File: config.mk
export PLATFORM = sky130hd
export DESIGN_NAME = duty_pwm
export DESIGN_NICKNAME = d
export VERILOG_FILES = /design/src/rtl/duty_pwm_pkg.sv /design/src/rtl/duty_pwm_regs.sv /design/src/rtl/duty_pwm_tick.sv /design/src/rtl/duty_pwm_period.sv /design/src/rtl/duty_pwm.sv
export SDC_FILE = /design/constraint.sdc
export NUM_CORES = 1
export LEC_CHECK = 0
export CORE_ASPECT_RATIO = 0.75
export CORE_UTILIZATION = 56
export CTS_CLUSTER_SIZE = 14
export DETAILED_ROUTE_END_ITERATION = 8
export DONT_BUFFER_PORTS = 1
export PLACE_DENSITY = 0.71
export SLEW_MARGIN = 40
export SYNTH_ARGS = -nofsm -noshare
export SYNTH_HDL_FRONTEND = slang
export SYNTH_SLANG_ARGS = --single-unit
export TNS_END_PERCENT = 10
File: constraint.sdc
create_clock -name clk -period 4.5 [get_ports clk]
set_clock_uncertainty 0.05 [all_clocks]
set_input_delay 0.225 -clock clk [delete_from_list [all_inputs] [get_ports clk]]
set_output_delay 0.225 -clock clk [all_outputs]
set_load 0.05 [all_outputs]
File: src/rtl/duty_pwm_pkg.sv
package duty_pwm_pkg;

  localparam int DATA_W = 32;
  localparam int PRE_W  = 12;

  localparam int OFS_CTRL   = 'h00;
  localparam int OFS_SAMPLE = 'h0C;
  localparam int OFS_PERIOD = 'h10;

  // bits of the control word that are stored
  localparam logic [DATA_W-1:0] CTRL_KEEP = 32'h01C3_FFF1;

  typedef enum logic [1:0] {
    SRC_NONE = 2'd0,
    SRC_REF  = 2'd1,
    SRC_FAST = 2'd2,
    SRC_RSVD = 2'd3
  } tick_src_e;

  typedef struct packed {
    logic             doze_run;
    logic             wait_run;
    logic             dbg_run;
    tick_src_e        src;
    logic [PRE_W-1:0] presc;
    logic             en;
  } ctrl_t;

  function automatic ctrl_t decode_ctrl(input logic [DATA_W-1:0] w);
    ctrl_t c;
    c.en       = w[0];
    c.presc    = w[15:4];
    c.src      = tick_src_e'(w[17:16]);
    c.dbg_run  = w[22];
    c.wait_run = w[23];
    c.doze_run = w[24];
    return c;
  endfunction

endpackage

File: src/rtl/duty_pwm_regs.sv
module duty_pwm_regs
  import duty_pwm_pkg::*;
#(
  parameter int CNT_W  = 16,
  parameter int ADDR_W = 5
) (
  input  logic              clk,
  input  logic              rst_n,
  input  logic              we_i,
  input  logic [ADDR_W-1:0] addr_i,
  input  logic [DATA_W-1:0] wdata_i,
  output logic [DATA_W-1:0] rdata_o,
  output logic [DATA_W-1:0] ctrl_o,
  output logic [CNT_W-1:0]  sample_o,
  output logic [CNT_W-1:0]  period_o
);

  localparam logic [ADDR_W-1:0] A_CTRL   = ADDR_W'(OFS_CTRL);
  localparam logic [ADDR_W-1:0] A_SAMPLE = ADDR_W'(OFS_SAMPLE);
  localparam logic [ADDR_W-1:0] A_PERIOD = ADDR_W'(OFS_PERIOD);
  localparam int PAD_W = DATA_W - CNT_W;

  logic [DATA_W-1:0] ctrl_q;
  logic [CNT_W-1:0]  sample_q;
  logic [CNT_W-1:0]  period_q;
  logic [DATA_W-1:0] rd_next;

  always_comb begin
    case (addr_i)
      A_CTRL:   rd_next = ctrl_q;
      A_SAMPLE: rd_next = {{PAD_W{1'b0}}, sample_q};
      A_PERIOD: rd_next = {{PAD_W{1'b0}}, period_q};
      default:  rd_next = '0;
    endcase
  end

  always_ff @(posedge clk) begin
    if (!rst_n) begin
      ctrl_q   <= '0;
      sample_q <= '0;
      period_q <= '0;
      rdata_o  <= '0;
    end else begin
      rdata_o <= rd_next;
      if (we_i) begin
        case (addr_i)
          A_CTRL:   ctrl_q   <= wdata_i & CTRL_KEEP;
          A_SAMPLE: sample_q <= wdata_i[CNT_W-1:0];
          A_PERIOD: period_q <= wdata_i[CNT_W-1:0];
          default:  ;
        endcase
      end
    end
  end

  assign ctrl_o   = ctrl_q;
  assign sample_o = sample_q;
  assign period_o = period_q;

endmodule

File: src/rtl/duty_pwm_tick.sv
module duty_pwm_tick
  import duty_pwm_pkg::*;
#(
  parameter int PW   = 12,
  parameter int LP_N = 3
) (
  input  logic            clk,
  input  logic            rst_n,
  input  logic            en_i,
  input  tick_src_e       src_i,
  input  logic [PW-1:0]   presc_i,
  input  logic            ref_tick_i,
  input  logic            fast_tick_i,
  input  logic [LP_N-1:0] lp_req_i,
  input  logic [LP_N-1:0] lp_run_i,
  output logic            frozen_o,
  output logic            adv_o,
  output logic            cnt_tick_o
);

  logic [LP_N-1:0] hold_vec;
  logic            src_tick;
  logic [PW-1:0]   div_q;

  for (genvar g = 0; g < LP_N; g++) begin : g_hold
    assign hold_vec[g] = lp_req_i[g] & ~lp_run_i[g];
  end

  always_comb begin
    case (src_i)
      SRC_REF:  src_tick = ref_tick_i;
      SRC_FAST: src_tick = fast_tick_i;
      default:  src_tick = 1'b0;
    endcase
  end

  assign frozen_o   = |hold_vec;
  assign adv_o      = en_i & src_tick & ~frozen_o;
  assign cnt_tick_o = adv_o & (div_q >= presc_i);

  always_ff @(posedge clk) begin
    if (!rst_n || !en_i)  div_q <= '0;
    else if (cnt_tick_o)  div_q <= '0;
    else if (adv_o)       div_q <= div_q + 1'b1;
  end

endmodule

File: src/rtl/duty_pwm_period.sv
module duty_pwm_period #(
  parameter int CNT_W = 16
) (
  input  logic             clk,
  input  logic             rst_n,
  input  logic             en_i,
  input  logic             cnt_tick_i,
  input  logic [CNT_W-1:0] sample_i,
  input  logic [CNT_W-1:0] period_i,
  output logic [CNT_W:0]   cnt_o,
  output logic [CNT_W-1:0] act_sample_o,
  output logic [CNT_W-1:0] act_period_o,
  output logic             wrap_o,
  output logic             pwm_o
);

  localparam int CW = CNT_W + 1;

  function automatic logic [CW-1:0] last_count(input logic [CNT_W-1:0] p);
    return {1'b0, p} + CW'(1);
  endfunction

  logic [CW-1:0]    cnt_q;
  logic [CNT_W-1:0] smp_q;
  logic [CNT_W-1:0] per_q;

  assign wrap_o = cnt_tick_i & (cnt_q >= last_count(per_q));

  always_ff @(posedge clk) begin
    if (!rst_n) begin
      cnt_q <= '0;
      smp_q <= '0;
      per_q <= '0;
    end else if (!en_i || wrap_o) begin
      cnt_q <= '0;
      smp_q <= sample_i;
      per_q <= period_i;
    end else if (cnt_tick_i) begin
      cnt_q <= cnt_q + 1'b1;
    end
  end

  assign pwm_o        = en_i & (cnt_q < {1'b0, smp_q});
  assign cnt_o        = cnt_q;
  assign act_sample_o = smp_q;
  assign act_period_o = per_q;

endmodule

File: src/rtl/duty_pwm.sv
module duty_pwm
  import duty_pwm_pkg::*;
#(
  parameter int CNT_W  = 16,
  parameter int ADDR_W = 5
) (
  input  logic              clk,
  input  logic              rst_n,
  input  logic              bus_we_i,
  input  logic [ADDR_W-1:0] bus_addr_i,
  input  logic [31:0]       bus_wdata_i,
  output logic [31:0]       bus_rdata_o,
  input  logic              ref_tick_i,
  input  logic              fast_tick_i,
  input  logic              doze_i,
  input  logic              wait_i,
  input  logic              debug_i,
  output logic              pwm_o
);

  localparam int LP_N = 3;

  logic [DATA_W-1:0] ctrl_word;
  logic [CNT_W-1:0]  sample_reg;
  logic [CNT_W-1:0]  period_reg;
  ctrl_t             ctl;
  logic              run_en;
  logic [LP_N-1:0]   lp_req;
  logic [LP_N-1:0]   lp_run;
  logic              frozen;
  logic              pre_adv;
  logic              cnt_tick;
  logic              wrap;
  logic [CNT_W:0]    cnt;
  logic [CNT_W-1:0]  act_sample;
  logic [CNT_W-1:0]  act_period;

  duty_pwm_regs #(.CNT_W(CNT_W), .ADDR_W(ADDR_W)) u_regs (
    .clk(clk), .rst_n(rst_n), .we_i(bus_we_i), .addr_i(bus_addr_i),
    .wdata_i(bus_wdata_i), .rdata_o(bus_rdata_o), .ctrl_o(ctrl_word),
    .sample_o(sample_reg), .period_o(period_reg)
  );

  assign ctl    = decode_ctrl(ctrl_word);
  assign run_en = ctl.en;
  // index order follows the control bits 22, 23, 24
  assign lp_req = {doze_i, wait_i, debug_i};
  assign lp_run = {ctl.doze_run, ctl.wait_run, ctl.dbg_run};

  duty_pwm_tick #(.PW(PRE_W), .LP_N(LP_N)) u_tick (
    .clk(clk), .rst_n(rst_n), .en_i(run_en), .src_i(ctl.src),
    .presc_i(ctl.presc), .ref_tick_i(ref_tick_i), .fast_tick_i(fast_tick_i),
    .lp_req_i(lp_req), .lp_run_i(lp_run), .frozen_o(frozen),
    .adv_o(pre_adv), .cnt_tick_o(cnt_tick)
  );

  duty_pwm_period #(.CNT_W(CNT_W)) u_period (
    .clk(clk), .rst_n(rst_n), .en_i(run_en), .cnt_tick_i(cnt_tick),
    .sample_i(sample_reg), .period_i(period_reg), .cnt_o(cnt),
    .act_sample_o(act_sample), .act_period_o(act_period),
    .wrap_o(wrap), .pwm_o(pwm_o)
  );

endmodule

==> impl_metrics.ini <==
[final_layout]
seqCellArea_sq_um = 2640
antennaDiodeCount = 0
final_layout_size_suffix_gt1_frac = 0.0712
fillerInstances = 953
layout.nets = 924
multi_input_area_sq_um = 3830
area.growth.synth_to_final_pct = 13.4

[floorplan]
placementRows = 34
die_y_um = 97.8
io_pins = 78
die_w_um = 130
start_util = 0.584
core_sq_um = 11700
dieArea_sq_um = 12700

[yosys]
yosysSeqAreaShare = 0.385
ys_warn_count = 0
async_reset_ff_frac = 0
synth_cell_types = 55
synth_top_area_share = 0.385
ys_seq_elements = 132
synth_enable_flop_cells = 0
syn_avg_cell_area_sq_um = 8.36
yosys-top-cells-area = dfxtp_1 39%, nand2_1 11%, ha_1 8.9%
synth_area_sq_um = 6860
synth_top_area_cell = dfxtp_1
ys.flop_type = dfxtp_1
synthCells = 820

[cts]
path_clk_slew_ps = 60
cts_resized = 0
htreeDepth = 4
cts_tree = yes
cts_buffer_depth = 2
clkSinkCount = 132
cts_inserted_buffers = 17
clk_latency_ps = 420
clock-root-buffer = clkbuf_16

[critical_path]
setup.worst_path.end_class = flip-flop
crit_fanout = 32
start_kind = flip-flop
crit_arrival_ps = 4040
critical_path_required_ps = 4790
critPathKind = flip-flop to flip-flop

[route]
via_count = 5742
vias_per_cell = 5.71
wl_per_cell_um = 16.9
wirelength_mm = 17.0
drc_errors = 0
ant_nets = 0
drt-pass1-iter-count = 5
first_iter_violations = 385

[timing]
rsz0062_at_grt = false
post-route-min-period_ps = 3750
finalSetupTns_ps = 0
clock.fmax_mhz = 267
max_slew.worst_pin.slew_ps = 827
finalHoldViolCount = 0
slew_viol_final = 0
max_slew_margin = 0.449
post-route-period-util = 0.833
fin_ws_ps = 749
finalSetupViolations = 0

[global_routing]
grt_pass1_vias = 5642
grt_usage = 0.282
grt_pass1_wl_mm = 27.7
grt_max_degree = 114
antenna_found_initial = 0
grt-ovfl-total = 0

[placement]
io_buffers = 0
gp_congestion = 0.815
hpwl_mm = 11.4
pre_cts_ws_ps = 846

[status]
outcome = finished clean

[power_and_ir_drop]
p_leak_nw = 2.60
vdd_ir_drop_max_uv = 272
power_density_nw_per_um2 = 344

[min_path]
holdCritPathClass = input pin to flip-flop

[run]
drv_cap = 0
==> worst max-delay path, cell delays in order (launching register included) <==
cell	delay, ps
dfxtp_1	400
ha_1	220
nand3_1	140
nor2_1	240
and3_1	300
nand2_1	90
or2_2	280
ha_1	300
nand4_1	140
nor2_1	70
nand2_1	50
o41a_1	480
a31o_4	630
mux2i_1	260
==> kinds of logic (layout without fill, tap and decap cells) <==
logic type                 count (synthesis)  in the layout  synth area share
other                                      1             11          0.000547
xor gates and xnor gates                  25             25            0.0319
adders and majority gates                 49             49            0.0894
AOI/OAI and AO/OA                        153            153             0.165
DFF                                      132            132             0.385
buffers and inverters                     95            108            0.0630
muxes                                     33             33            0.0482
and+or+nand+nor                          332            332             0.217
==> layout by cell type, fill, tap and decap left out, types with 9 or more instances in the layout <==
cell type and n:
nand2_1 208, dfxtp_1 132, ha_1 49, a21boi_0 48
inv_1 42, nor2_1 34, mux2i_1 33, a21oi_1 28
dlygate4sd3_1 27, nand3_1 26, and3_1 18, a22oi_1 17
clkbuf_16 17, xnor2_1 15, nand4_1 12, conb_1 11
xor2_1 10, o21ai_0 10, a211oi_2 9
==> final cells by class <==
| class | instances | share of cell area |
|---|---|---|
| multi-input combinational | 603 | 0.492 |
| sequential | 132 | 0.340 |
| clock buffer | 19 | 0.0583 |
| timing repair buffer | 34 | 0.0441 |
| tap | 162 | 0.0261 |
| inverter | 42 | 0.0203 |
| clock inverter | 13 | 0.0190 |
==> where the power goes <==
part	switching (mW)	total, mW	internal [mW]
registers	0.00417	1.18	1.17
logic	0.0618	0.0943	0.0325
clock network	0.553	1.41	0.854
==> synthesized netlist by cell type (5+ instances only) <==
cell      instances
a211oi_2          9
a21boi_0         48
a21oi_1          28
a22oi_1          17
and3_1           18
buf_4            11
clkbuf_1         34
dfxtp_1         132
ha_1             49
inv_1            42
mux2i_1          33
nand2_1         208
nand3_1          26
nand4_1          12
nor2_1           34
o21ai_0          10
o31ai_1           5
or3_1             5
or4_1             5
xnor2_1          15
xor2_1           10
==> layer usage <==
layer | part of all wire | vias to the layer above | track usage
li1 | - | 2804 | -
met5 | 0 | - | 0
met1 | 0.44 | 2720 | 0.351
met2 | 0.47 | 189 | 0.469
met4 | 0.023 | 0 | 0.118
met3 | 0.068 | 29 | 0.0647
==> registers in the layout (all words and copies together) (netlist names) <==
| name | count |
|---|---|
| u_regs.period_o | 16 |
| u_period.cnt_o | 17 |
| u_tick.div_q | 12 |
| u_regs.sample_o | 16 |
| u_period.act_period_o | 16 |
| u_regs.rdata_o | 21 |
| u_period.act_sample_o | 16 |
| u_regs.ctrl_o | 18 |
==> timing repair <==
item | in CTS | in global routing
buffers inserted | 0 | 0
endpoints found under the hold margin | 87 | 0
hold buffers | 28 | 0
==> metrics by stage <==
| stage | cells | hold slack (ps) | utilization | power (mW) | instance area (sq um) |
|---|---|---|---|---|---|
| 3_3_place_gp | 944 | 317 | 0.584 | 1.26 | 6860 |
| 2_1_floorplan | 830 | 310 | - | 1.27 | 6890 |
| 4_1_cts | 1005 | 41.2 | 0.662 | 2.68 | 7770 |
| 6_report | 1005 | 49.6 | 0.662 | 2.68 | 7770 |
| 5_1_grt | 1005 | 96.5 | 0.662 | 2.74 | 7770 |
| 3_5_place_dp | 945 | 316 | 0.586 | 1.26 | 6880 |
==> path summary, 6_finish.rpt <==
path / startpoint / endpoint / slack (ps) / depth (start not counted)
min: bus_addr_i[0] / u_regs.rdata_o[1] / 50 / 3
max: u_period.act_period_o[0] / u_period.act_period_o[12] / 750 / 13
max reg2reg: u_period.act_period_o[0] / u_period.act_period_o[12] / 750 / 13
min reg2reg: u_period.act_sample_o[1] / u_period.act_sample_o[1] / 410 / 2
Note: power is estimated with default switching activity, not from simulation.
